==> config.mk <==
export PLATFORM = sky130hd
export DESIGN_NAME = uart_wake_rx
export DESIGN_NICKNAME = d
export VERILOG_FILES = /design/src/rtl/uart_rx_pkg.sv /design/src/rtl/uart_rx_sync.sv /design/src/rtl/uart_rx_sampler.sv /design/src/rtl/uart_wake_rx.sv
export SDC_FILE = /design/constraint.sdc
export NUM_CORES = 1
export LEC_CHECK = 0
export BUFFER_PORTS_ARGS = -buffer_cell sky130_fd_sc_hd__buf_2
export CAP_MARGIN = 25
export CORE_MARGIN = 4
export CORE_UTILIZATION = 51
export CTS_CLUSTER_SIZE = 28
export DETAILED_ROUTE_END_ITERATION = 10
export PLACE_DENSITY = 0.74
export SETUP_SLACK_MARGIN = 0.15
export SLEW_MARGIN = 0
export SYNTH_ARGS = -nofsm -noshare
export SYNTH_HDL_FRONTEND = slang
export SYNTH_HIERARCHICAL = 1
export SYNTH_SLANG_ARGS = --single-unit
==> constraint.sdc <==
create_clock -name clk -period 2.2 [get_ports clk]
set_input_delay 0.55 -clock clk [delete_from_list [all_inputs] [get_ports clk]]
set_output_delay 0.55 -clock clk [all_outputs]
set_load 0.05 [all_outputs]
==> src/rtl/uart_rx_pkg.sv <==
package uart_rx_pkg;

    typedef enum logic [1:0] {
        RX_IDLE  = 2'd0,
        RX_START = 2'd1,
        RX_DATA  = 2'd2,
        RX_STOP  = 2'd3
    } rx_state_e;

    typedef struct packed {
        logic nine;
        logic wake;
    } frame_cfg_t;

    function automatic logic maj3(input logic a, input logic b, input logic c);
        return (a & b) | (a & c) | (b & c);
    endfunction

    // A frame is delivered unless wake filtering applies and its ninth bit is clear
    function automatic logic frame_kept(input frame_cfg_t cfg, input logic top_bit);
        return !(cfg.wake && cfg.nine && !top_bit);
    endfunction

endpackage

==> src/rtl/uart_rx_sync.sv <==
module uart_rx_sync #(
    parameter int STAGES = 2
) (
    input  logic clk,
    input  logic rst,
    input  logic din,
    output logic dout,
    output logic fall
);
    logic [STAGES-1:0] chain;
    logic              last_q;

    always_ff @(posedge clk) begin
        if (rst) begin
            chain  <= '1;
            last_q <= 1'b1;
        end else begin
            chain  <= {chain[STAGES-2:0], din};
            last_q <= chain[STAGES-1];
        end
    end

    assign dout = chain[STAGES-1];
    assign fall = last_q & ~chain[STAGES-1];
endmodule

==> src/rtl/uart_rx_sampler.sv <==
module uart_rx_sampler
    import uart_rx_pkg::*;
#(
    parameter int OSR       = 16,
    parameter int FIRST_SMP = 6
) (
    input  logic clk,
    input  logic rst,
    input  logic hold,
    input  logic tick,
    input  logic din,
    output logic vote_ok,
    output logic vote_bit,
    output logic bit_end
);
    localparam int CNT_W = $clog2(OSR);
    localparam logic [CNT_W-1:0] P_A    = CNT_W'(FIRST_SMP);
    localparam logic [CNT_W-1:0] P_B    = CNT_W'(FIRST_SMP + 1);
    localparam logic [CNT_W-1:0] P_C    = CNT_W'(FIRST_SMP + 2);
    localparam logic [CNT_W-1:0] P_LAST = CNT_W'(OSR - 1);

    logic [CNT_W-1:0] cnt;
    logic             smp_a, smp_b;

    always_ff @(posedge clk) begin
        if (rst || hold) begin
            cnt   <= '0;
            smp_a <= 1'b1;
            smp_b <= 1'b1;
        end else if (tick) begin
            cnt <= (cnt == P_LAST) ? '0 : cnt + 1'b1;
            if (cnt == P_A) smp_a <= din;
            if (cnt == P_B) smp_b <= din;
        end
    end

    assign vote_ok  = !hold && tick && (cnt == P_C);
    assign vote_bit = maj3(smp_a, smp_b, din);
    assign bit_end  = !hold && tick && (cnt == P_LAST);
endmodule

==> src/rtl/uart_wake_rx.sv <==
module uart_wake_rx
    import uart_rx_pkg::*;
#(
    parameter int OSR         = 16,
    parameter int FIRST_SMP   = 6,
    parameter int DATA_BITS   = 8,
    parameter int SYNC_STAGES = 2,
    localparam int BUF_W      = DATA_BITS + 1
) (
    input  logic             clk,
    input  logic             rst,
    input  logic             baud_tick,
    input  logic             rxd,
    input  logic             run_en,
    input  logic             rx_en,
    input  logic             wake_mode,
    input  logic             nine_bit,
    output logic [BUF_W-1:0] rx_buf,
    output logic             rx_irq,
    output logic             stop_err
);
    localparam int IDX_W = $clog2(BUF_W);
    localparam logic [IDX_W-1:0] IDX_NINE  = IDX_W'(BUF_W - 1);
    localparam logic [IDX_W-1:0] IDX_EIGHT = IDX_W'(BUF_W - 2);

    rx_state_e        state;
    frame_cfg_t       cfg;
    logic [IDX_W-1:0] idx;
    logic [BUF_W-1:0] shreg;
    logic             line_s, line_fall;
    logic             vote_ok, vote_bit, bit_end;
    logic [IDX_W-1:0] last_idx;
    logic             keep;

    uart_rx_sync #(.STAGES(SYNC_STAGES)) u_sync (
        .clk  (clk),
        .rst  (rst),
        .din  (rxd),
        .dout (line_s),
        .fall (line_fall)
    );

    uart_rx_sampler #(.OSR(OSR), .FIRST_SMP(FIRST_SMP)) u_smp (
        .clk      (clk),
        .rst      (rst),
        .hold     (state == RX_IDLE),
        .tick     (baud_tick),
        .din      (line_s),
        .vote_ok  (vote_ok),
        .vote_bit (vote_bit),
        .bit_end  (bit_end)
    );

    assign last_idx = cfg.nine ? IDX_NINE : IDX_EIGHT;
    assign keep     = frame_kept(cfg, shreg[BUF_W-1]);

    always_ff @(posedge clk) begin
        if (rst) begin
            state    <= RX_IDLE;
            cfg      <= '0;
            idx      <= '0;
            shreg    <= '0;
            rx_buf   <= '0;
            rx_irq   <= 1'b0;
            stop_err <= 1'b0;
        end else begin
            rx_irq   <= 1'b0;
            stop_err <= 1'b0;
            unique case (state)
                RX_IDLE: begin
                    if (line_fall && run_en && rx_en) begin
                        state    <= RX_START;
                        cfg.nine <= nine_bit;
                        cfg.wake <= wake_mode;
                        idx      <= '0;
                        shreg    <= '0;
                    end
                end
                RX_START: begin
                    if (vote_ok && vote_bit) state <= RX_IDLE;
                    else if (bit_end)        state <= RX_DATA;
                end
                RX_DATA: begin
                    if (vote_ok) shreg[idx] <= vote_bit;
                    if (bit_end) begin
                        if (idx == last_idx) state <= RX_STOP;
                        else                 idx   <= idx + 1'b1;
                    end
                end
                RX_STOP: begin
                    if (vote_ok) begin
                        if (keep) rx_buf <= shreg;
                        rx_irq   <= keep;
                        stop_err <= keep & ~vote_bit;
                        state    <= RX_IDLE;
                    end
                end
                default: state <= RX_IDLE;
            endcase
        end
    end
endmodule

==> impl_metrics.ini, run 1 <==
[clock_tree]
h-tree-depth = 2
cts_resized = 0
cts.sinks = 37
cts_root_buffer = clkbuf_4
post_cts_buffers = 0
cts_hold_buffers = 0
cts_tree = yes
clk_latency_ps = 340
path_clk_slew_ps = 110
cts_buffer_depth = 2
cts_made_buffers = 5

[drt]
drt-total-wl_um = 3260
drc = 0
first_pass_iters = 4
via_per_inst = 5.35
route.detailed.wl_per_inst_um = 12.0
antenna_left = 0
vias = 1449
initialDrtViolationCount = 65

[yosys]
ys_warn_count = 6
synth_area_leaders = dfxtp_1, a21oi_1, mux2i_1
synth_top_area_share_pct = 42.3
netlist_area_sq_mm = 0.00175
synthCells = 202
synth.distinct_cells = 41
post_synth.cell_area_avg_sq_um = 8.66
synthAdderAreaFrac_pct = 6.29
synthesis.nets = 218
synth_compound_area_share_pct = 17.2
synth_seq_cells = 37
muxShareOfSynthArea_pct = 7.51
synth_largest_area_cell = dfxtp_1
synth-simple-area-share_pct = 22.3
synthXorXnorAreaFrac_pct = 0.501
synth_top_family_by_area = simple AND/OR/NAND/NOR gates
yosysSeqAreaShare_pct = 42.3

[layout]
multi_input_area_sq_um = 952
mostFrequentLayoutCells = dfxtp_1, nand2_1, a21oi_1
diodes = 0
regArea_sq_um = 741
area_growth_pct = 12.4
layout-drive-gt1-share_pct = 16.9
nFillCells = 321
final_nets = 240
mostFrequentLayoutCell = dfxtp_1

[critical_path]
setup.worst_path.end_class = flop
cpPeakStageDelay_ps = 370
path_class = flop to flop
path_common_cell = nand2_1
crit_required_ps = 2400
startpoint_type = flop
reg2reg_from = u_smp/cnt[0]$_SDFFE_PP0P_
path_max_fanout = 9
critPathSlowestCell = dfxtp_1
crit_chain = inv_2 > ha_1 > nand2_1 > nor4b_2 > buf_4 > nand2_1 > a21o_1 > o21ai_0 > a21oi_1
r2r_end = shreg[0]$_SDFFE_PP0P_
rr_worst_depth = 9
cp.arrival_ps = 2070
reg2reg_slack_ps = 330

[min_path]
hold_path_class = input pin to flop
hold-path-cell-count = 2
hold_start = rxd
holdPathEnd = u_sync/chain[0]$_SDFF_PP1_

[sta]
relSlewSlack_pct = 63.1
finalHoldViolCount = 0
min_period_ps = 1870
layout_setup_ws_ps = 331
max_freq_ghz = 0.535
skew_ps = 10.4
setup_viol = 0
slew_viol_final = 0
finalCritPeriodShare_pct = 85.0
final.setup.tns_ps = 0
rsz0062_at_grt = true
tightest_slew_ps = 553

[global_routing]
grt_pass1_wl_um = 5750
grt_pass1_vias = 1322
antenna_found_initial = 0
grt_overflow_total = 0
grt_usage_pct = 16.9
grt_max_degree = 34

[die]
core.rowCount = 21
dieArea_sq_mm = 0.00443
start_util_pct = 52.4
io_pins = 19
dieHeight_um = 66.6
die_w_um = 66.6
coreArea_sq_mm = 0.00334

[placement]
port_buffers = 18
place_hpwl_um = 2340
place_congestion = 0.782
dp_slack_ps = 118

[power]
p_per_area_mw_per_mm2 = 534
ir_drop_mv = 0.310
p_leak_nw = 0.816

[flow_run]
maxCapViolations = 0

[run_status]
status = finished, final reports clean
## worst max-delay path by stage
| stage | from | to | slack (ps) | cells after the start |
|---|---|---|---|---|
| after global placement | baud_tick | idx[3]$_SDFFE_PP0P_ | 130 | 7 |
| after detailed placement | baud_tick | idx[3]$_SDFFE_PP0P_ | 120 | 7 |
| after floorplan | state[0]$_SDFFE_PP0P_ | idx[3]$_SDFFE_PP0P_ | 230 | 7 |
| final | u_smp/cnt[0]$_SDFFE_PP0P_ | shreg[0]$_SDFFE_PP0P_ | 330 | 9 |
| after CTS | u_smp/cnt[0]$_SDFFE_PP0P_ | shreg[0]$_SDFFE_PP0P_ | 340 | 9 |
| after global routing | u_smp/cnt[1]$_SDFFE_PP0P_ | shreg[0]$_SDFFE_PP0P_ | 150 | 9 |
## state kept, by name (all words and copies together) (netlist names), named ones only
register       count
rx_buf             9
shreg              9
u_sync/last_q      1
state              1
stop_err           1
u_smp/smp_b        1
idx                4
u_smp/smp_a        1
cfg                2
u_smp/cnt          4
rx_irq             1
u_sync/chain       2
## metal layers
| metal | wire length (um) | share of wire [%] | track usage [%] | vias to the layer above |
|---|---|---|---|---|
| met5 | 0 | 0 | 0 | - |
| met4 | 42 | 1.3 | 5.84 | 0 |
| met3 | 127 | 3.9 | 6.07 | 4 |
| met2 | 1380 | 42 | 25.1 | 21 |
| met1 | 1710 | 52 | 22.5 | 667 |
| li1 | - | - | - | 757 |
## kinds of logic after synthesis
family | count (synthesis)
flip-flops | 37
adder cells (fa/ha/maj) | 9
XOR/XNOR | 1
AO/OA/AOI/OAI | 52
multiplexers | 13
buffers and inverters | 15
AND/OR/NAND/NOR | 75
## synth_stat cells
master / number
nand2_1: 24
nand4b_1: 4
and2b_1: 1
a211oi_1: 1
or4_1: 2
ha_1: 8
or3_1: 1
and4bb_2: 1
buf_4: 2
a21boi_1: 2
xor2_1: 1
clkbuf_1: 4
nor4b_1: 1
nand3_1: 9
nand2b_1: 2
a22oi_1: 1
o2111ai_1: 1
or2_1: 3
a21oi_1: 24
a22o_1: 1
and3_1: 2
a311o_1: 1
or2b_1: 1
o31ai_1: 2
inv_1: 4
buf_2: 3
mux2_2: 1
a21o_1: 2
nor3b_1: 2
nor2b_1: 3
nand4_1: 1
and3b_1: 1
buf_1: 1
nor3_1: 5
maj3_1: 1
dfxtp_1: 37
a21boi_0: 3
mux2i_1: 12
o21ai_0: 14
nor2_1: 12
inv_2: 1
## critical path: cells and delay by family (launching register included)
family                     cells  cell delay, ps
AOI/OAI and AO/OA              3             560
and+or+nand+nor                3             380
DFF                            1             370
buffers and inverters          2             290
adders and majority gates      1             140
## final cells by class
type	count	share of cell area, %
Timing Repair Buffer	25	7.25
Multi-Input combinational cell	150	48.4
Clock buffer	5	1.91
Inverter	5	0.954
Tap cell	46	2.93
Clock inverter	3	0.891
Sequential cell	37	37.7
## report_power, final
part	total, mW	leakage (nW)	switching (mW)	internal, mW
Clock	0.342	0.0310	0.221	0.120
Combinational	0.0338	0.486	0.0216	0.0122
Sequential	0.676	0.299	0.00262	0.673
## per-stage QoR
stage                     total power, mW  utilization, %  cell area, sq um  hold WS [ps]  instances
final                                1.05            58.9              1970           375        271
after CTS                            1.07            58.8              1960           364        271
after global routing                 1.10            58.9              1970           359        271
after floorplan                     0.713               -              1760           385        202
after global placement              0.724            57.1              1910           386        263
after detailed placement            0.725            57.1              1910           402        263
(Power assumes the default switching activity.)
==> inputs of run 2 (changes only) <==
- CORE_UTILIZATION: 51 -> 56
- PLACE_DENSITY: 0.74 -> 0.77
- clock period: 2.2 -> 1.72 ns (I/O delays scaled with it)
==> run 2 against run 1 <==
The flow now finishes with violations (negative setup slack). Combinational power is 78% higher. Final area is 21% higher. Register-to-register slack worse by 360 ps. Critical path depth stayed put. Setup slack worse by 360 ps. Cell count is 7.4% higher. Sequential share of layout area is 6.2 points lower. Worst hold slack worse by 110 ps. Clock skew is 4.8 ps lower. Fmax is 6.9% higher. Largest cell class unchanged. Largest power group unchanged.
==> impl_metrics.ini, run 2 (synthesis gave the netlist of run 1 again) <==
[power]
p_leak_nw = 0.971
p_per_area_mw_per_mm2 = 568
netSwitchingPower_mw = 0.304
seq_power_share_pct = 64.0
ir_drop_mv = 0.414
clockPowerShare_pct = 31.6
internal_power_mw = 1.05
total_power_mw = 1.35
switching_share_pct = 22.5
p_comb_share_pct = 4.5

[sta]
slew_viol_final = 0
skew_ps = 5.58
rsz0062_at_grt = true
max_freq_ghz = 0.572
finalCritPeriodShare_pct = 102
min_period_ps = 1750
whs_ps = 266
tightest_slew_ps = 419
relSlewSlack_pct = 72.1
setup_viol = 10
finalHoldViolCount = 0
layout_setup_ws_ps = -28.6

[layout]
final_util_pct = 78.5
layout-drive-gt1-share_pct = 38.9
mostFrequentLayoutCells = dfxtp_1, a21oi_1, buf_4
final_nets = 262
area_growth_pct = 35.9
reg_top3 = rx_buf x9, shreg x9
fin_cells = 291
diodes = 0
mostFrequentLayoutCell = dfxtp_1

[clock_tree]
cts.sinks = 37
path_clk_slew_ps = 100
clk_latency_ps = 340
cts_tree = yes
cts_made_buffers = 5
cts_buffer_depth = 2
h-tree-depth = 2
cts_root_buffer = clkbuf_4

[critical_path]
path_class = flop to flop
startpoint_type = flop
setup.worst_path.end_class = flop
reg2reg_slack_ps = -30
cpPeakStageDelay_ps = 340
rr_worst_depth = 9
critPathSlowestCell = dfxtp_2
path_max_fanout = 6
crit_start = u_smp/cnt[1]$_SDFFE_PP0P_
reg2reg_from = u_smp/cnt[1]$_SDFFE_PP0P_
r2r_end = rx_buf[5]$_SDFFE_PP0P_
cp.arrival_ps = 1960
crit_chain = inv_2 > ha_4 > nand2_4 > nor4b_4 > buf_6 > o2111ai_4 > buf_12 > mux2i_1 > nor2_1
crit_required_ps = 1930

[drt]
drc = 0
drt-total-wl_um = 4510
route.detailed.wl_per_inst_um = 15.5
vias = 1642
initialDrtViolationCount = 98
via_per_inst = 5.64
antenna_left = 0
first_pass_iters = 4

[min_path]
hold_start = rxd
hold-path-cell-count = 2
holdPathEnd = u_sync/chain[0]$_SDFF_PP1_
hold_path_class = input pin to flop

[die]
dieArea_sq_mm = 0.00408
dieHeight_um = 63.9
coreArea_sq_mm = 0.00303
core.rowCount = 20
io_pins = 19
die_w_um = 63.9
start_util_pct = 57.8

[global_routing]
grt_max_degree = 24
grt_overflow_total = 0
grt_pass1_wl_um = 7250
grt_pass1_vias = 1577
antenna_found_initial = 0
grt_usage_pct = 22.5

[run_status]
status = complete, but fails checks
failed_checks = negative setup slack

[placement]
dp_slack_ps = -61.7
place_hpwl_um = 2840
dp.cells = 270
port_buffers = 18
place_congestion = 0.863

[flow_run]
maxCapViolations = 0
==> run 2: worst max-delay path by stage <==
stage                        endpoint  slack [ps]
2_1_floorplan     idx[3]$_SDFFE_PP0P_          40
3_3_place_gp      idx[3]$_SDFFE_PP0P_         -10
3_5_place_dp    shreg[5]$_SDFFE_PP0P_         -60
4_1_cts        rx_buf[1]$_SDFFE_PP0P_          -9
5_1_grt         shreg[0]$_SDFFE_PP0P_        -100
6_report       rx_buf[5]$_SDFFE_PP0P_         -30
==> run 2: power groups by stage <==
| stage | logic (mW) | registers (mW) | clock network, mW |
|---|---|---|---|
| final | 0.0602 | 0.864 | 0.426 |
| after global routing | 0.0658 | 0.866 | 0.490 |
| after CTS | 0.0537 | 0.864 | 0.439 |
| after detailed placement | 0.0494 | 0.884 | 0 |
| after global placement | 0.0477 | 0.883 | 0 |
| after floorplan | 0.0328 | 0.883 | 0 |
==> run 2: stage by stage <==
step | cell area [sq um] | setup TNS [ps]
2_1_floorplan | 1810 | 0
3_3_place_gp | 2010 | -23.4
3_5_place_dp | 2010 | -429
4_1_cts | 2230 | -9.24
5_1_grt | 2380 | -1630
6_report | 2380 | -130
==> run 2: routing by layer <==
metal / track usage [%] / routed length, um
met2: 38.2 / 2380
met4: 10.2 / 61
met3: 4.22 / 140
met1: 27.4 / 1930
met5: 0 / 0
==> run 2: cell type report <==
class	instances	area [sq um]
multi-input combinational	151	1150
sequential	37	747
fill	194	651
timing repair buffer	46	357
tap	44	55.1
clock buffer	8	48.8
inverter	5	18.8
==> run 2: critical path, delay by kind of cell (launching register included) <==
family	cells	cell delay, ps
adders and majority gates	1	140
AOI/OAI and AO/OA	1	140
and+or+nand+nor	3	400
DFF	1	340
buffers and inverters	3	420
muxes	1	160
==> run 2: what timing repair did <==
item                                    in CTS  in global routing
pin swaps                                   11                  9
buffers inserted                             7                  4
gates cloned                                 1                  1
endpoints found under the setup margin      24                 25
gates resized for setup                     33                 32
hold buffers                                 0                  0
==> inputs of run 3 (changes only) <==
- CORE_ASPECT_RATIO: default -> 1.5
- PLACE_DENSITY: 0.77 -> default
- PLACE_DENSITY_LB_ADDON: default -> 0.08
==> run 3 against run 2 <==
The flow still finishes with violations (negative setup slack). Sequential power is essentially flat. Power grew 26%. Count of clock-buffer cells in the layout down 1. Critical path depth grew 1. Worst hold slack improved by 48 ps. Sequential cell count is the same. Global-route usage decreased by 0.22 points. Setup slack got worse by 59 ps. Clock power increased by 82%. Register-to-register slack lost 60 ps. Critical path type unchanged.
==> impl_metrics.ini, run 3 (synthesis gave the netlist of run 1 again) <==
[run_status]
status = complete, but fails checks
failed_checks = negative setup slack

[critical_path]
path_class = flop to flop
startpoint_type = flop
crit_required_ps = 1950
cp.arrival_ps = 2030
setup.worst_path.end_class = flop
path_max_fanout = 4

[die]
io_pins = 19
coreArea_sq_mm = 0.00294
die_w_um = 53.6
dieHeight_um = 76.5
core.rowCount = 24
start_util_pct = 59.4
dieArea_sq_mm = 0.00410

[global_routing]
grt_pass1_vias = 1515
grt_pass1_wl_um = 6630
grt_max_degree = 21
grt_usage_pct = 22.3
grt_overflow_total = 0
antenna_found_initial = 0

[drt]
antenna_left = 0
via_per_inst = 5.71
drt-total-wl_um = 4310
first_pass_iters = 6
initialDrtViolationCount = 42
route.detailed.wl_per_inst_um = 15.3
vias = 1609
drc = 0

[layout]
final_nets = 258
area_growth_pct = 32.7
mostFrequentLayoutCell = dfxtp_1
fin_cells = 282
layout-drive-gt1-share_pct = 32.9
mostFrequentLayoutCells = dfxtp_1, buf_4, nand2_1, buf_2, a21oi_1
reg_top3 = rx_buf x9, shreg x9
diodes = 0
nFillCells = 241

[clock_tree]
path_clk_slew_ps = 70
cts_hold_buffers = 0
cts_root_buffer = clkbuf_8
clk_latency_ps = 290
cts_made_buffers = 5
h-tree-depth = 2
cts.sinks = 37
cts_tree = yes
cts_buffer_depth = 2

[power]
p_leak_nw = 0.943
ir_drop_mv = 0.520
p_per_area_mw_per_mm2 = 731

[sta]
finalHoldViolCount = 0
slew_viol_final = 0
skew_ps = 5.13
max_freq_ghz = 0.553
setup_viol = 10
finalCritPeriodShare_pct = 105
layout_setup_ws_ps = -87.5
min_period_ps = 1810
tightest_slew_ps = 424
whs_ps = 313
relSlewSlack_pct = 71.7
rsz0062_at_grt = true

[flow_run]
maxCapViolations = 0

[placement]
place_congestion = 0.862
port_buffers = 18
dp.cells = 268
place_hpwl_um = 2920

[min_path]
hold_path_class = input pin to flop
-- run 3: changes by cell type in the layout (fill, tap and decap cells not counted), moves of 3 or more --
cell / change
a21oi_1: -3
a21oi_2: +3
clkbuf_4: -5
clkbuf_8: +6
nand3_1: +3
nand3_2: -3
o21ai_0: +7
o21ai_2: -8
-- run 3: path summary, 6_finish.rpt --
kind                                   start                         end  slack (ps)  cells after the start
setup / recovery   u_smp/cnt[1]$_SDFFE_PP0P_       shreg[0]$_SDFFE_PP0P_         -90                     10
hold / removal                           rxd  u_sync/chain[0]$_SDFF_PP1_         310                      2
setup reg to reg   u_smp/cnt[1]$_SDFFE_PP0P_       shreg[0]$_SDFFE_PP0P_         -90                     10
hold reg to reg   u_sync/chain[0]$_SDFF_PP1_  u_sync/chain[1]$_SDFF_PP1_         420                      1
-- run 3: layer usage --
layer / vias up / GRT usage (%) / wire, um
li1: 793 / - / -
met1: 770 / 18.7 / 1470
met2: 30 / 43.1 / 2530
met3: 16 / 6.07 / 124
met4: 0 / 11.5 / 180
met5: - / 0 / 0
-- run 3: layout make-up --
class | instances | area (sq um) | share of cell area [%]
tap | 39 | 48.8 | 2.10
sequential | 37 | 744 | 32.1
multi-input combinational | 150 | 1100 | 47.2
clock inverter | 1 | 30.0 | 1.29
inverter | 5 | 18.8 | 0.809
timing repair buffer | 43 | 297 | 12.8
clock buffer | 7 | 86.3 | 3.72
-- run 3: critical path: stages, from the launching register on --
cell,delay (ps)
dfxtp_2,340
inv_2,70
ha_4,130
nand2_4,50
nor4b_4,230
buf_4,180
nand4b_1,150
nor3_1,220
buf_4,160
nand2_1,70
a21oi_2,140
-- run 3: per-stage QoR --
| stage | setup TNS [ps] | utilization (%) | power, mW | setup slack (ps) | area [sq um] |
|---|---|---|---|---|---|
| 2_1_floorplan | 0 | - | 0.916 | 38.9 | 1810 |
| 3_3_place_gp | -52.4 | 68.4 | 0.933 | -12.5 | 2010 |
| 3_5_place_dp | -437 | 68.4 | 0.935 | -103 | 2010 |
| 4_1_cts | -8.41 | 75.9 | 1.70 | -8.16 | 2230 |
| 5_1_grt | -1450 | 78.9 | 1.75 | -154 | 2320 |
| 6_report | -331 | 78.9 | 1.70 | -87.5 | 2320 |
-- run 3: what timing repair did --
action / in CTS / in global routing
endpoints found under the setup margin: 23 / 24
gates cloned: 1 / 0
resized for setup: 23 / 16
pin swaps: 3 / 8
buffers inserted: 3 / 2
-- run 3: where the power goes --
| part | internal, mW | switching, mW |
|---|---|---|
| sequential | 0.861 | 0.00334 |
| combinational | 0.0224 | 0.0355 |
| clock | 0.472 | 0.302 |
